## config.mk

```make
export PLATFORM = sky130hd
export DESIGN_NAME = accalu_top
export DESIGN_NICKNAME = d
export VERILOG_FILES = /design/src/rtl/accalu_pkg.sv /design/src/rtl/accalu_addsub.sv /design/src/rtl/accalu_logic.sv /design/src/rtl/accalu_nz.sv /design/src/rtl/accalu_top.sv
export SDC_FILE = /design/constraint.sdc
export NUM_CORES = 1
export LEC_CHECK = 0
export ABC_AREA = 1
export CORE_MARGIN = 3
export CORE_UTILIZATION = 35
export DETAILED_ROUTE_END_ITERATION = 10
export DONT_BUFFER_PORTS = 1
export RECOVER_POWER = 50
export SYNTH_ARGS = -nofsm -noshare
export SYNTH_HDL_FRONTEND = slang
export SYNTH_SLANG_ARGS = --single-unit
```

## constraint.sdc

```tcl
create_clock -name vclk -period 5.65
set_clock_uncertainty 0.05 [all_clocks]
set_input_delay 1.13 -clock vclk [all_inputs]
set_output_delay 1.13 -clock vclk [all_outputs]
set_load 0.01 [all_outputs]
```

## src/rtl/accalu_pkg.sv

```systemverilog
package accalu_pkg;
  localparam int unsigned NARROW_W = 8;

  typedef enum logic [3:0] {
    OP_ADD  = 4'd0,
    OP_ADC  = 4'd1,
    OP_SUB  = 4'd2,
    OP_SBC  = 4'd3,
    OP_NEG  = 4'd4,
    OP_AND  = 4'd5,
    OP_OR   = 4'd6,
    OP_XOR  = 4'd7,
    OP_COM  = 4'd8,
    OP_CLR  = 4'd9,
    OP_INC  = 4'd10,
    OP_DEC  = 4'd11,
    OP_TST  = 4'd12,
    OP_CMP  = 4'd13,
    OP_BIT  = 4'd14,
    OP_RSVD = 4'd15
  } alu_op_e;

  typedef struct packed {
    logic n;
    logic z;
    logic v;
    logic c;
  } ccr_t;
endpackage

```

## src/rtl/accalu_addsub.sv

```systemverilog
module accalu_addsub #(
  parameter int unsigned W = 8
) (
  input  logic [W-1:0] x_i,
  input  logic [W-1:0] y_i,
  input  logic         cin_i,
  output logic [W-1:0] sum_o,
  output logic         cout_o,
  output logic         ovf_o
);
  logic [W:0] wide_sum;

  always_comb begin
    wide_sum = {1'b0, x_i} + {1'b0, y_i} + {{W{1'b0}}, cin_i};
  end

  assign sum_o  = wide_sum[W-1:0];
  assign cout_o = wide_sum[W];
  // same-sign operands whose sum changes sign
  assign ovf_o  = (x_i[W-1] == y_i[W-1]) && (wide_sum[W-1] != x_i[W-1]);
endmodule

```

## src/rtl/accalu_logic.sv

```systemverilog
module accalu_logic #(
  parameter int unsigned W = 16
) (
  input  accalu_pkg::alu_op_e op_i,
  input  logic [W-1:0]        a_i,
  input  logic [W-1:0]        m_i,
  output logic [W-1:0]        out_o
);
  import accalu_pkg::*;

  always_comb begin
    unique case (op_i)
      OP_AND, OP_BIT: out_o = a_i & m_i;
      OP_OR:          out_o = a_i | m_i;
      OP_XOR:         out_o = a_i ^ m_i;
      OP_COM:         out_o = ~a_i;
      default:        out_o = '0;
    endcase
  end
endmodule

```

## src/rtl/accalu_nz.sv

```systemverilog
module accalu_nz #(
  parameter int unsigned NW = 8,
  localparam int unsigned WW = 2 * NW
) (
  input  logic [WW-1:0] val_i,
  input  logic          wide_i,
  output logic          n_o,
  output logic          z_o
);
  always_comb begin
    if (wide_i) begin
      n_o = val_i[WW-1];
      z_o = (val_i == '0);
    end else begin
      n_o = val_i[NW-1];
      z_o = (val_i[NW-1:0] == '0);
    end
  end
endmodule

```

## src/rtl/accalu_top.sv

```systemverilog
module accalu_top #(
  parameter int unsigned NW = accalu_pkg::NARROW_W,
  localparam int unsigned WW = 2 * NW
) (
  input  logic [3:0]    op_i,
  input  logic          wide_i,
  input  logic [WW-1:0] a_i,
  input  logic [WW-1:0] m_i,
  input  logic          n_i,
  input  logic          z_i,
  input  logic          v_i,
  input  logic          c_i,
  output logic [WW-1:0] res_o,
  output logic          wr_o,
  output logic          n_o,
  output logic          z_o,
  output logic          v_o,
  output logic          c_o
);
  import accalu_pkg::*;

  localparam int unsigned LANES = 2;

  alu_op_e       op;
  logic [WW-1:0] width_mask;
  logic [WW-1:0] a_m;
  logic [WW-1:0] m_m;
  logic [WW-1:0] add_x;
  logic [WW-1:0] add_y;
  logic          add_cin;
  logic          is_sub;
  logic [WW-1:0] lane_sum [LANES];
  logic          lane_co  [LANES];
  logic          lane_ov  [LANES];
  logic [WW-1:0] ar_sum;
  logic          ar_co;
  logic          ar_ov;
  logic [WW-1:0] lg_raw;
  logic [WW-1:0] lg_out;
  logic [WW-1:0] flag_val;
  logic          nz_n;
  logic          nz_z;
  logic          use_nz;
  logic          wr;
  ccr_t          ccr_in;
  ccr_t          ccr_nx;

  assign op         = alu_op_e'(op_i);
  assign width_mask = wide_i ? {WW{1'b1}} : {{NW{1'b0}}, {NW{1'b1}}};
  assign a_m        = a_i & width_mask;
  assign m_m        = m_i & width_mask;
  assign ccr_in     = '{n: n_i, z: z_i, v: v_i, c: c_i};

  // adder operand set-up: subtraction becomes x + ~y + 1
  always_comb begin
    add_x   = a_m;
    add_y   = m_m;
    add_cin = 1'b0;
    is_sub  = 1'b0;
    unique case (op)
      OP_ADC: add_cin = c_i;
      OP_SUB, OP_CMP: begin
        add_y   = ~m_m;
        add_cin = 1'b1;
        is_sub  = 1'b1;
      end
      OP_SBC: begin
        add_y   = ~m_m;
        add_cin = ~c_i;
        is_sub  = 1'b1;
      end
      OP_NEG: begin
        add_x   = '0;
        add_y   = ~a_m;
        add_cin = 1'b1;
        is_sub  = 1'b1;
      end
      OP_INC: begin
        add_y   = '0;
        add_cin = 1'b1;
      end
      OP_DEC: begin
        add_y   = {WW{1'b1}};
        add_cin = 1'b0;
      end
      default: ;
    endcase
  end

  // one adder lane per operand width: lane 0 narrow, lane 1 wide
  for (genvar g = 0; g < LANES; g++) begin : g_lane
    localparam int unsigned LW = NW * (g + 1);
    logic [LW-1:0] s_l;

    accalu_addsub #(.W(LW)) u_add (
      .x_i    (add_x[LW-1:0]),
      .y_i    (add_y[LW-1:0]),
      .cin_i  (add_cin),
      .sum_o  (s_l),
      .cout_o (lane_co[g]),
      .ovf_o  (lane_ov[g])
    );

    assign lane_sum[g] = WW'(s_l);
  end

  assign ar_sum = wide_i ? lane_sum[1] : lane_sum[0];
  assign ar_co  = wide_i ? lane_co[1]  : lane_co[0];
  assign ar_ov  = wide_i ? lane_ov[1]  : lane_ov[0];

  accalu_logic #(.W(WW)) u_logic (
    .op_i  (op),
    .a_i   (a_m),
    .m_i   (m_m),
    .out_o (lg_raw)
  );

  assign lg_out = lg_raw & width_mask;

  accalu_nz #(.NW(NW)) u_nz (
    .val_i  (flag_val),
    .wide_i (wide_i),
    .n_o    (nz_n),
    .z_o    (nz_z)
  );

  // per-class flag rules
  always_comb begin
    flag_val = '0;
    wr       = 1'b0;
    use_nz   = 1'b1;
    ccr_nx   = ccr_in;
    unique case (op)
      OP_ADD, OP_ADC, OP_SUB, OP_SBC, OP_NEG, OP_CMP: begin
        flag_val = ar_sum;
        wr       = (op != OP_CMP);
        ccr_nx.v = ar_ov;
        ccr_nx.c = is_sub ? ~ar_co : ar_co;
      end
      OP_INC, OP_DEC: begin
        flag_val = ar_sum;
        wr       = 1'b1;
        ccr_nx.v = ar_ov;
      end
      OP_AND, OP_OR, OP_XOR, OP_BIT: begin
        flag_val = lg_out;
        wr       = (op != OP_BIT);
        ccr_nx.v = 1'b0;
      end
      OP_COM: begin
        flag_val = lg_out;
        wr       = 1'b1;
        ccr_nx.v = 1'b0;
        ccr_nx.c = 1'b1;
      end
      OP_CLR: begin
        flag_val = '0;
        wr       = 1'b1;
        ccr_nx.v = 1'b0;
        ccr_nx.c = 1'b0;
      end
      OP_TST: begin
        flag_val = a_m;
        ccr_nx.v = 1'b0;
        ccr_nx.c = 1'b0;
      end
      default: use_nz = 1'b0;
    endcase
    if (use_nz) begin
      ccr_nx.n = nz_n;
      ccr_nx.z = nz_z;
    end
  end

  assign res_o = wr ? flag_val : '0;
  assign wr_o  = wr;
  assign n_o   = ccr_nx.n;
  assign z_o   = ccr_nx.z;
  assign v_o   = ccr_nx.v;
  assign c_o   = ccr_nx.c;
endmodule

```

==> metrics.yaml, run 1 <==
outcome:
  status: "finished, final reports clean"
floorplanning:
  rows: 34
  core_area_um2: 8850
  die-width_um: 102
  start_util_pct: 36.6
  ios: 62
  die_y_um: 102
  dieArea_um2: 10400
synthesis:
  ys_warn_count: 0
  synth_area_per_cell_um2: 5.18
  ys_types: 39
  synth_top_area_share_pct: 23.9
  synth.most_common_cell: "nand2_1"
  yosysSeqAreaShare_pct: 0
  yosysTopAreaCell: "nand2_1"
  synth_nets: 715
  syn_area_um2: 3240
  synthTopCellsByCount: "206 x nand2_1, 109 x inv_1, 70 x nor2_1, 56 x nand3_1, 47 x ha_1"
  netlist_top_cells_area: "nand2_1 24%, ha_1 18%, inv_1 13%, nand3_1 8.7%, nor2_1 8.1%"
  synthCells: 625
timing:
  fin_crit_ps: 5330
  maxSlewHeadroom_pct: 55.6
  rsz0062_at_grt: "false"
  final_hold_viol_count: 0
  slew_viol_final: 0
  clock.fmax_ghz: 0.188
  fin_crit_sh_pct: 94.3
  setup_viol: 0
  setup_ws_ps: 323
  tns_ps: 0
  hold_ws_ps: 2310
  tightestPinTransition_ps: 664
finish:
  fill_cells: 1029
  stdcell_count: 721
  register_area_um2: 0
  final_area_um2: 3300
  diodes: 0
  nClkBuffers: 0
  area_growth_pct: 2.05
  layout-drive-gt1-share_pct: 6.69
  multi_input_area_um2: 2690
  layout.nets: 705
  seq_cells: 0
  final_core_util_pct: 37.3
power_and_ir_drop:
  p_total_mw: 0.344
  leakagePower_nw: 2.02
  irDropWorstVdd_v: 0.0000420
  power_density_nw_per_um2: 104
global_route:
  first_global_vias: 3454
  antenna_found_initial: 0
  grt_overflow_total: 0
  grt_start_max_net_pins: 28
  grt_pass1_wl_um: 17000
  grtUsageTotal_pct: 20.2
place:
  post-place-ws_ps: 265
  gp_congestion: 0.943
  placed_cells: 721
  io_buffers: 0
  hpwl_um: 8660
  placedInstanceArea_um2: 3300
critical_path:
  start_kind: "input pin"
  cp_max_fo: 18
  required_ps: 4470
  path_class: "input pin to primary output"
  end_kind: "primary output"
  arrival_ps: 4150
clock_network:
  post-cts-setup-buffers: 0
  ctsHoldBuffers: 0
  cts_resized: 0
route:
  vias: 3727
  ant_nets: 0
  wirelength_um: 10600
  drt_iter0_drc: 218
  wl_per_cell_um: 14.7
  dr.pass1.iters: 4
  drc: 0
  vias_per_cell: 5.17
job:
  maxCapViolations: 0
worst_hold_path:
  hold_class: "input pin to primary output"
-- report_power, final --
group / internal (mW) / leakage, nW / total [mW] / switching (mW)
clock: 0 / 0 / 0 / 0
combinational: 0.112 / 2.02 / 0.344 / 0.232
sequential: 0 / 0 / 0 / 0
-- cells in the final DEF, fill, tap and decap left out, types with 3 or more instances in the layout --
master   instances
buf_4            3
inv_2            7
xnor2_1          3
a21oi_2          3
inv_1          110
nand3_1         56
nand2_4          4
ha_1            47
a22oi_1         15
a31oi_1          3
o21ai_0         10
nand2_2          6
nor2_1          70
inv_4            3
nand2_1        206
nand4_1         11
nor2_2           6
a21oi_1         25
nor2_4           4
-- final timing paths --
kind                  startpoint  endpoint  slack, ps  cells past startpoint
worst max-delay path     op_i[2]       z_o        320                     25
worst min-delay path     op_i[3]      wr_o       2310                      1
-- critical path, cell delays in order --
cell     delay [ps]
nand2_2         140
inv_4           140
nand2_4         120
o21ai_2          60
nor2_1          150
nand2_1         140
inv_4           170
nand2_1          70
nand3_1          90
fa_1            210
inv_1            60
fa_1            390
inv_1           100
nand3_1          90
nand2_1         130
nand2_1         100
nand2_1         130
nand2_1          60
nand2_1          60
nor2_1           40
nor2_1          130
nand2_1          70
nor2_1          110
nand3_1         120
nand2_1         130
-- layout make-up --
type,count,area share (%)
tap,108,4.09
timing repair buffer,3,0.682
multi-input combinational,490,81.4
inverter,120,13.9
-- routing by layer --
metal,global-route usage (%),share of wire (%)
met3,1.91,7.0
met2,35.9,47
met5,0,0
met1,26.2,44
met4,4.74,2.2
-- kinds of logic (layout without fill, tap and decap cells) --
group	Yosys count	after routing	share of synthesized area, %
adders and majority gates	49	49	19.4
xor gates and xnor gates	3	3	0.812
AOI/OAI and AO/OA	63	63	11.9
and+or+nand+nor	375	375	50.9
buffers and inverters	135	123	17.0
No activity file was read; power rests on OpenSTA's default activity.
==> run 2, diff against run 1 <==
--- a/config.mk
+++ b/config.mk
@@ -7,10 +7,12 @@
 export LEC_CHECK = 0
 export ABC_AREA = 1
 export CORE_MARGIN = 3
-export CORE_UTILIZATION = 35
+export CORE_UTILIZATION = 50
 export DETAILED_ROUTE_END_ITERATION = 10
 export DONT_BUFFER_PORTS = 1
 export RECOVER_POWER = 50
+export REMOVE_ABC_BUFFERS = 1
 export SYNTH_ARGS = -nofsm -noshare
 export SYNTH_HDL_FRONTEND = slang
+export SYNTH_HIERARCHICAL = 1
 export SYNTH_SLANG_ARGS = --single-unit
==> run 2 against run 1 <==
Global-route usage is 6.6 points higher. Setup slack better by 20 ps. Sequential share of layout area is the same. Count of clock-buffer cells in the layout unchanged. Critical path type unchanged. Highest routed layer unchanged.
==> metrics.yaml, run 2 <==
outcome:
  status: "finished, final reports clean"  # unchanged
clock_network:
  ctsHoldBuffers: 0  # unchanged
  post-cts-setup-buffers: 0  # unchanged
  cts_resized: 0  # unchanged
critical_path:
  required_ps: 4470  # about the same
  arrival_ps: 4130  # was 4150 ps
  cpMostUsedCell: "nand2_1"  # unchanged
  critPathTopFamily: "simple AND/OR/NAND/NOR gates"  # unchanged
  start_kind: "input pin"  # unchanged
  cp_max_fo: 18  # unchanged
  worst-path-buf-inv: 2  # was 4
  crit_chain: "inv_2 -> nand3_4 -> buf_4 -> o22ai_1 -> nor2_1 -> nand2_1 -> fa_2 -> fa_2 -> nand3_1 -> nand2_2 -> nand2_1 -> nand2_2 -> xor2_1 -> mux2_2 -> nand2_1 -> nand2_1 -> nor2_1 -> nand4_1 -> nor2_1 -> mux2_2"
  end_kind: "primary output"  # unchanged
  cp_slowest_cell: "fa_2"  # was fa_1
  path_class: "input pin to primary output"  # unchanged
  max_stage_delay_ps: 420  # was 390 ps
synthesis:
  yosysTopAreaCell: "nand2_1"  # unchanged
  synth_top_area_share_pct: 16.7  # was 23.9%
  syn_area_um2: 4190  # was 3240 um^2
  synth.most_common_cell: "nand2_1"  # unchanged
  synth_area_per_cell_um2: 5.52  # was 5.18 um^2
  netlist_top_cells_area: "nand2_1 17%, ha_1 16%, inv_1 13%, nand3_1 10%, nor2_1 7.9%"  # was nand2_1 24%, ha_1 18%, inv_1 13%, nand3_1 8.7%, nor2_1 8.1%
  synthTopCellsByCount: "186 x nand2_1, 142 x inv_1, 88 x nor2_1, 85 x nand3_1, 54 x ha_1"  # was 206 x nand2_1, 109 x inv_1, 70 x nor2_1, 56 x nand3_1, 47 x ha_1
  yosysSeqAreaShare_pct: 0  # unchanged
  ys_types: 40  # was 39
  synthCells: 759  # was 625
  ys_warn_count: 6  # was 0
timing:
  maxSlewHeadroom_pct: 41.9  # was 55.6%
  fin_crit_sh_pct: 93.9  # was 94.3%
  fin_crit_ps: 5310  # was 5330 ps
  final_hold_viol_count: 0  # unchanged
  setup_viol: 0  # unchanged
  clock.fmax_ghz: 0.188  # about the same
  tns_ps: 0  # unchanged
  tightestPinTransition_ps: 871  # was 664 ps
  slew_viol_final: 0  # unchanged
  setup_ws_ps: 343  # was 323 ps
  hold_ws_ps: 2330  # was 2310 ps
global_route:
  antenna_found_initial: 0  # unchanged
  grt_start_max_net_pins: 46  # was 28
  first_global_vias: 4216  # was 3454
  grt_pass1_wl_um: 21300  # was 17000 um
  grt_overflow_total: 0  # unchanged
  grtUsageTotal_pct: 26.8  # was 20.2%
floorplanning:
  rows: 32  # was 34
  dieArea_um2: 9510  # was 10400 um^2
  die_y_um: 97.5  # was 102 um
  ios: 62  # unchanged
  die-width_um: 97.5  # was 102 um
  core_area_um2: 7930  # was 8850 um^2
  start_util_pct: 52.8  # was 36.6%
worst_hold_path:
  min_to: "wr_o"  # unchanged
  min-delay-start: "op_i[2]"  # was op_i[3]
  hold_class: "input pin to primary output"  # unchanged
  hold_depth: 1  # unchanged
route:
  dr.pass1.iters: 6  # was 4
  vias_per_cell: 5.43  # was 5.17
  ant_nets: 0  # unchanged
  vias: 4603  # was 3727
  wl_per_cell_um: 15.5  # was 14.7 um
  drc: 0  # unchanged
  wirelength_um: 13100  # was 10600 um
  drt_iter0_drc: 264  # was 218
place:
  gp_congestion: 0.957  # was 0.943
  hpwl_um: 10400  # was 8660 um
  placedInstanceArea_um2: 4220  # was 3300 um^2
  io_buffers: 0  # unchanged
  post-place-ws_ps: 188  # was 265 ps
  placed_cells: 847  # was 721
power_and_ir_drop:
  p_total_mw: 0.488  # was 0.344 mW
  power_density_nw_per_um2: 116  # was 104 nW/um^2
  irDropWorstVdd_v: 0.0000668  # was 0.0000420 V
  leakagePower_nw: 2.59  # was 2.02 nW
finish:
  final_area_um2: 4220  # was 3300 um^2
  seq_cells: 0  # unchanged
  mostFrequentLayoutCells: "186 x nand2_1, 142 x inv_1, 87 x nor2_1"  # was 206 x nand2_1, 110 x inv_1, 70 x nor2_1
  nClkBuffers: 0  # unchanged
  fill_cells: 891  # was 1029
  diodes: 0  # unchanged
  layout_commonest_cell: "nand2_1"  # unchanged
  stdcell_count: 847  # was 721
  final_core_util_pct: 53.2  # was 37.3%
  layout.nets: 846  # was 705
  layout-drive-gt1-share_pct: 12.2  # was 6.69%
  area_growth_pct: 0.777  # was 2.05%
  register_area_um2: 0  # unchanged
job:
  maxCapViolations: 0  # unchanged
## run 2: cell types whose count changed after synthesis, moves of 11 or more
cell | previous run | this run
mux2_2 | 0 | 11
nor2_1 | 70 | 88
inv_1 | 109 | 142
a22oi_1 | 15 | 0
nand2_2 | 6 | 24
a21oi_1 | 25 | 37
nand2_1 | 206 | 186
nand3_1 | 56 | 85
xor2_1 | 0 | 12
## run 2: how the worst max path moves through the flow
stage / from / to / slack (ps) / cells past startpoint
floorplan: op_i[1] / z_o / 170 / 22
global placement: op_i[1] / z_o / 280 / 19
detailed placement: op_i[1] / z_o / 190 / 19
CTS: op_i[1] / z_o / 180 / 19
global route: op_i[2] / z_o / -10 / 22
finish: op_i[3] / z_o / 340 / 20
## run 2: final cells by class
cell class / instances / area [um^2] / area share [%]
multi-input cells: 590 / 3480 / 82.5
well taps: 102 / 128 / 3.02
inverters: 148 / 556 / 13.2
repair buffers: 7 / 56.3 / 1.33
## run 2: power breakdown
| group | switching (mW) | leakage, nW | internal [mW] |
|---|---|---|---|
| sequential | 0 | 0 | 0 |
| combinational | 0.315 | 2.59 | 0.173 |
| clock | 0 | 0 | 0 |
| total | 0.315 | 2.59 | 0.173 |
## run 2: metal layers
layer | part of all wire (%) | global-route usage, % | wire [um] | vias up
met3 | 7.2 | 2.37 | 947 | 15
met2 | 46 | 46.0 | 5990 | 177
met5 | 0 | 0 | 0 | -
met4 | 1.6 | 2.98 | 206 | 0
met1 | 45 | 37.5 | 5960 | 2062
li1 | - | - | - | 2349
## run 2: logic make-up after synthesis
kind of cell / after synthesis / synth area share, %
and+or+nand+nor: 429 / 47.7
buffers and inverters: 169 / 16.9
AOI/OAI and AO/OA: 76 / 10.7
adders and majority gates: 58 / 18.1
xor gates and xnor gates: 16 / 3.71
muxes: 11 / 2.96
==> run 3, diff against run 2 <==
--- a/config.mk
+++ b/config.mk
@@ -5,7 +5,7 @@
 export SDC_FILE = /design/constraint.sdc
 export NUM_CORES = 1
 export LEC_CHECK = 0
-export ABC_AREA = 1
+export CAP_MARGIN = 20
 export CORE_MARGIN = 3
 export CORE_UTILIZATION = 50
 export DETAILED_ROUTE_END_ITERATION = 10
==> run 3 against run 2 <==
Non-clock buffer count increased by 57. Synthesized area increased by 7.1%. Setup slack got worse by 310 ps. Design area increased by 21%. Sequential share of layout area unchanged. Total power increased by 30%. Count of clock-buffer cells in the layout unchanged.
==> metrics.yaml, run 3 <==
floorplanning:
  rows: 33  # was 32
  die-width_um: 101  # was 97.5 um
  ios: 62  # unchanged
  die_y_um: 101  # was 97.5 um
  start_util_pct: 52.9  # was 52.8%
  dieArea_um2: 10100  # was 9510 um^2
  core_area_um2: 8460  # was 7930 um^2
global_route:
  grt_start_max_net_pins: 88  # was 46
  grt_pass1_wl_um: 24100  # was 21300 um
  antenna_found_initial: 0  # unchanged
  grt_overflow_total: 0  # unchanged
  grt_busiest_layer: "met2"  # unchanged
  use_met1_pct: 41.3  # was 37.5%
  use_met3_pct: 4.01  # was 2.37%
  first_global_vias: 4652  # was 4216
  use_met2_pct: 46.1  # was 46.0%
  grtUsageTotal_pct: 28.6  # was 26.8%
critical_path:
  max_stage_delay_ps: 420  # about the same
  crit_chain: "and3b_1 -> buf_6 -> nand2_1 -> o221ai_1 -> a211oi_1 -> ha_1 -> buf_4 -> o211ai_4 -> o21ai_4 -> buf_4 -> xor2_1 -> mux2_2 -> a221o_1 -> nor4_2 -> nand2_1 -> a21oi_2 -> mux2_4"  # was inv_2 -> nand3_4 -> buf_4 -> o22ai_1 -> nor2_1 -> nand2_1 -> fa_2 -> fa_2 -> nand3_1 -> nand2_2 -> nand2_1 -> nand2_2 -> xor2_1 -> mux2_2 -> nand2_1 -> nand2_1 -> nor2_1 -> nand4_1 -> nor2_1 -> mux2_2
  path_class: "input pin to primary output"  # unchanged
  required_ps: 4470  # about the same
  arrival_ps: 4430  # was 4130 ps
  end_kind: "primary output"  # unchanged
  worst-path-buf-inv: 3  # was 2
  start_kind: "input pin"  # unchanged
  cp_max_fo: 73  # was 18
  cp_slowest_cell: "a211oi_1"  # was fa_2
  critPathTopFamily: "compound AO/OA/AOI/OAI gates"  # was simple AND/OR/NAND/NOR gates
place:
  io_buffers: 0  # unchanged
  hpwl_um: 11300  # was 10400 um
  gp_congestion: 0.915  # was 0.957
route:
  drc: 0  # unchanged
  dr.pass1.iters: 7  # was 6
  ant_nets: 0  # unchanged
  vias_per_cell: 6.65  # was 5.43
  vias: 5149  # was 4603
  wl_per_cell_um: 19.9  # was 15.5 um
  drt_iter0_drc: 442  # was 264
  wirelength_um: 15400  # was 13100 um
finish:
  register_area_um2: 0  # unchanged
  final_core_util_pct: 60.4  # was 53.2%
  layout_commonest_cell: "a21oi_1"  # was nand2_1
  layout.nets: 770  # was 846
  diodes: 0  # unchanged
  nClkBuffers: 0  # unchanged
  area_growth_pct: 14.1  # was 0.777%
  mostFrequentLayoutCells: "77 x a21oi_1, 60 x buf_4, 53 x inv_1"  # was 186 x nand2_1, 142 x inv_1, 87 x nor2_1
  layout-drive-gt1-share_pct: 20.8  # was 12.2%
  seq_cells: 0  # unchanged
power_and_ir_drop:
  p_total_mw: 0.636  # was 0.488 mW
  power_density_nw_per_um2: 124  # was 116 nW/um^2
  leakagePower_nw: 2.16  # was 2.59 nW
  irDropWorstVdd_v: 0.0000809  # was 0.0000668 V
timing:
  setup_viol: 0  # unchanged
  tightestPinTransition_ps: 986  # was 871 ps
  clock.fmax_ghz: 0.178  # was 0.188 GHz
  fin_crit_ps: 5610  # was 5310 ps
  fin_crit_sh_pct: 99.4  # was 93.9%
  maxSlewHeadroom_pct: 34.2  # was 41.9%
  final_hold_viol_count: 0  # unchanged
  slew_viol_final: 0  # unchanged
  tns_ps: 0  # unchanged
synthesis:
  synth.most_common_cell: "a21oi_1"  # was nand2_1
  synth_area_per_cell_um2: 6.82  # was 5.52 um^2
  synthCells: 657  # was 759
  ys_types: 73  # was 40
  synth_top_area_share_pct: 15.1  # was 16.7%
  synthTopCellsByCount: "82 x a21oi_1, 54 x ha_1, 53 x inv_1, 46 x nor2_1, 36 x nand2_1"  # was 186 x nand2_1, 142 x inv_1, 88 x nor2_1, 85 x nand3_1, 54 x ha_1
  syn_area_um2: 4480  # was 4190 um^2
  yosysTopAreaCell: "ha_1"  # was nand2_1
  netlist_top_cells_area: "ha_1 15%, a21oi_1 9.2%, inv_1 4.4%, nor2_1 3.9%, nand3_1 3.5%"  # was nand2_1 17%, ha_1 16%, inv_1 13%, nand3_1 10%, nor2_1 7.9%
  yosysSeqAreaShare_pct: 0  # unchanged
  ys_warn_count: 6  # unchanged
worst_hold_path:
  hold_class: "input pin to primary output"  # unchanged
  min_to: "z_o"  # was wr_o
  hold_depth: 1  # unchanged
  min-delay-start: "z_i"  # was op_i[2]
clock_network:
  ctsHoldBuffers: 0  # unchanged
outcome:
  status: "finished, final reports clean"  # unchanged
job:
  maxCapViolations: 0  # unchanged
[run 3: layer usage]
layer  wire (um)  part of all wire [%]  vias up
met5           0                     0        -
met4         208                   1.3        0
met3        1380                   8.9       22
met2        6950                    45      216
met1        6900                    45     2437
li1            -                     -     2474
[run 3: cell families (layout without fill, tap and decap cells)]
| kind of cell | Yosys count | after routing | share of synthesized area, % |
|---|---|---|---|
| buffers and inverters | 105 | 117 | 10.5 |
| AOI/OAI and AO/OA | 241 | 241 | 37.1 |
| adders and majority gates | 58 | 58 | 16.9 |
| xor gates and xnor gates | 19 | 19 | 3.71 |
| muxes | 15 | 15 | 3.80 |
| and+or+nand+nor | 219 | 219 | 28.0 |
[run 3: power by group]
| part | total, mW | leakage (nW) | switching [mW] | internal (mW) |
|---|---|---|---|---|
| Sequential | 0 | 0 | 0 | 0 |
| Clock | 0 | 0 | 0 | 0 |
| Combinational | 0.636 | 2.16 | 0.330 | 0.306 |
| Total | 0.636 | 2.16 | 0.330 | 0.306 |
[run 3: stage by stage]
stage / area, um^2 / instances / worst slack (ps) / hold WS, ps
2_1_floorplan: 4210 / 605 / -257 / 2360
3_3_place_gp: 4750 / 764 / -102 / 2370
3_5_place_dp: 4750 / 764 / -214 / 2370
4_1_cts: 4800 / 764 / 13.1 / 2370
5_1_grt: 5110 / 774 / -76.4 / 2350
6_report: 5110 / 774 / 36.3 / 2350
[run 3: worst max path at each step]
stage	from	end	depth (start not counted)	slack, ps
CTS	op_i[3]	z_o	16	10
global placement	op_i[0]	z_o	16	-100
floorplan	op_i[1]	z_o	16	-260
finish	op_i[3]	z_o	17	40
global route	op_i[3]	z_o	17	-80
detailed placement	op_i[0]	z_o	16	-210
[run 3: final cells by class]
| type | count | area, um^2 |
|---|---|---|
| inverter | 53 | 199 |
| tap | 105 | 131 |
| fill | 825 | 3350 |
| multi-input combinational | 552 | 4280 |
| timing repair buffer | 64 | 504 |
[run 3: timing repair]
item,in CTS,in global routing
pin swaps,4,36
endpoints found under the setup margin,2,5
hold endpoints to repair,0,0
setup buffers,0,10
resized for setup,12,49
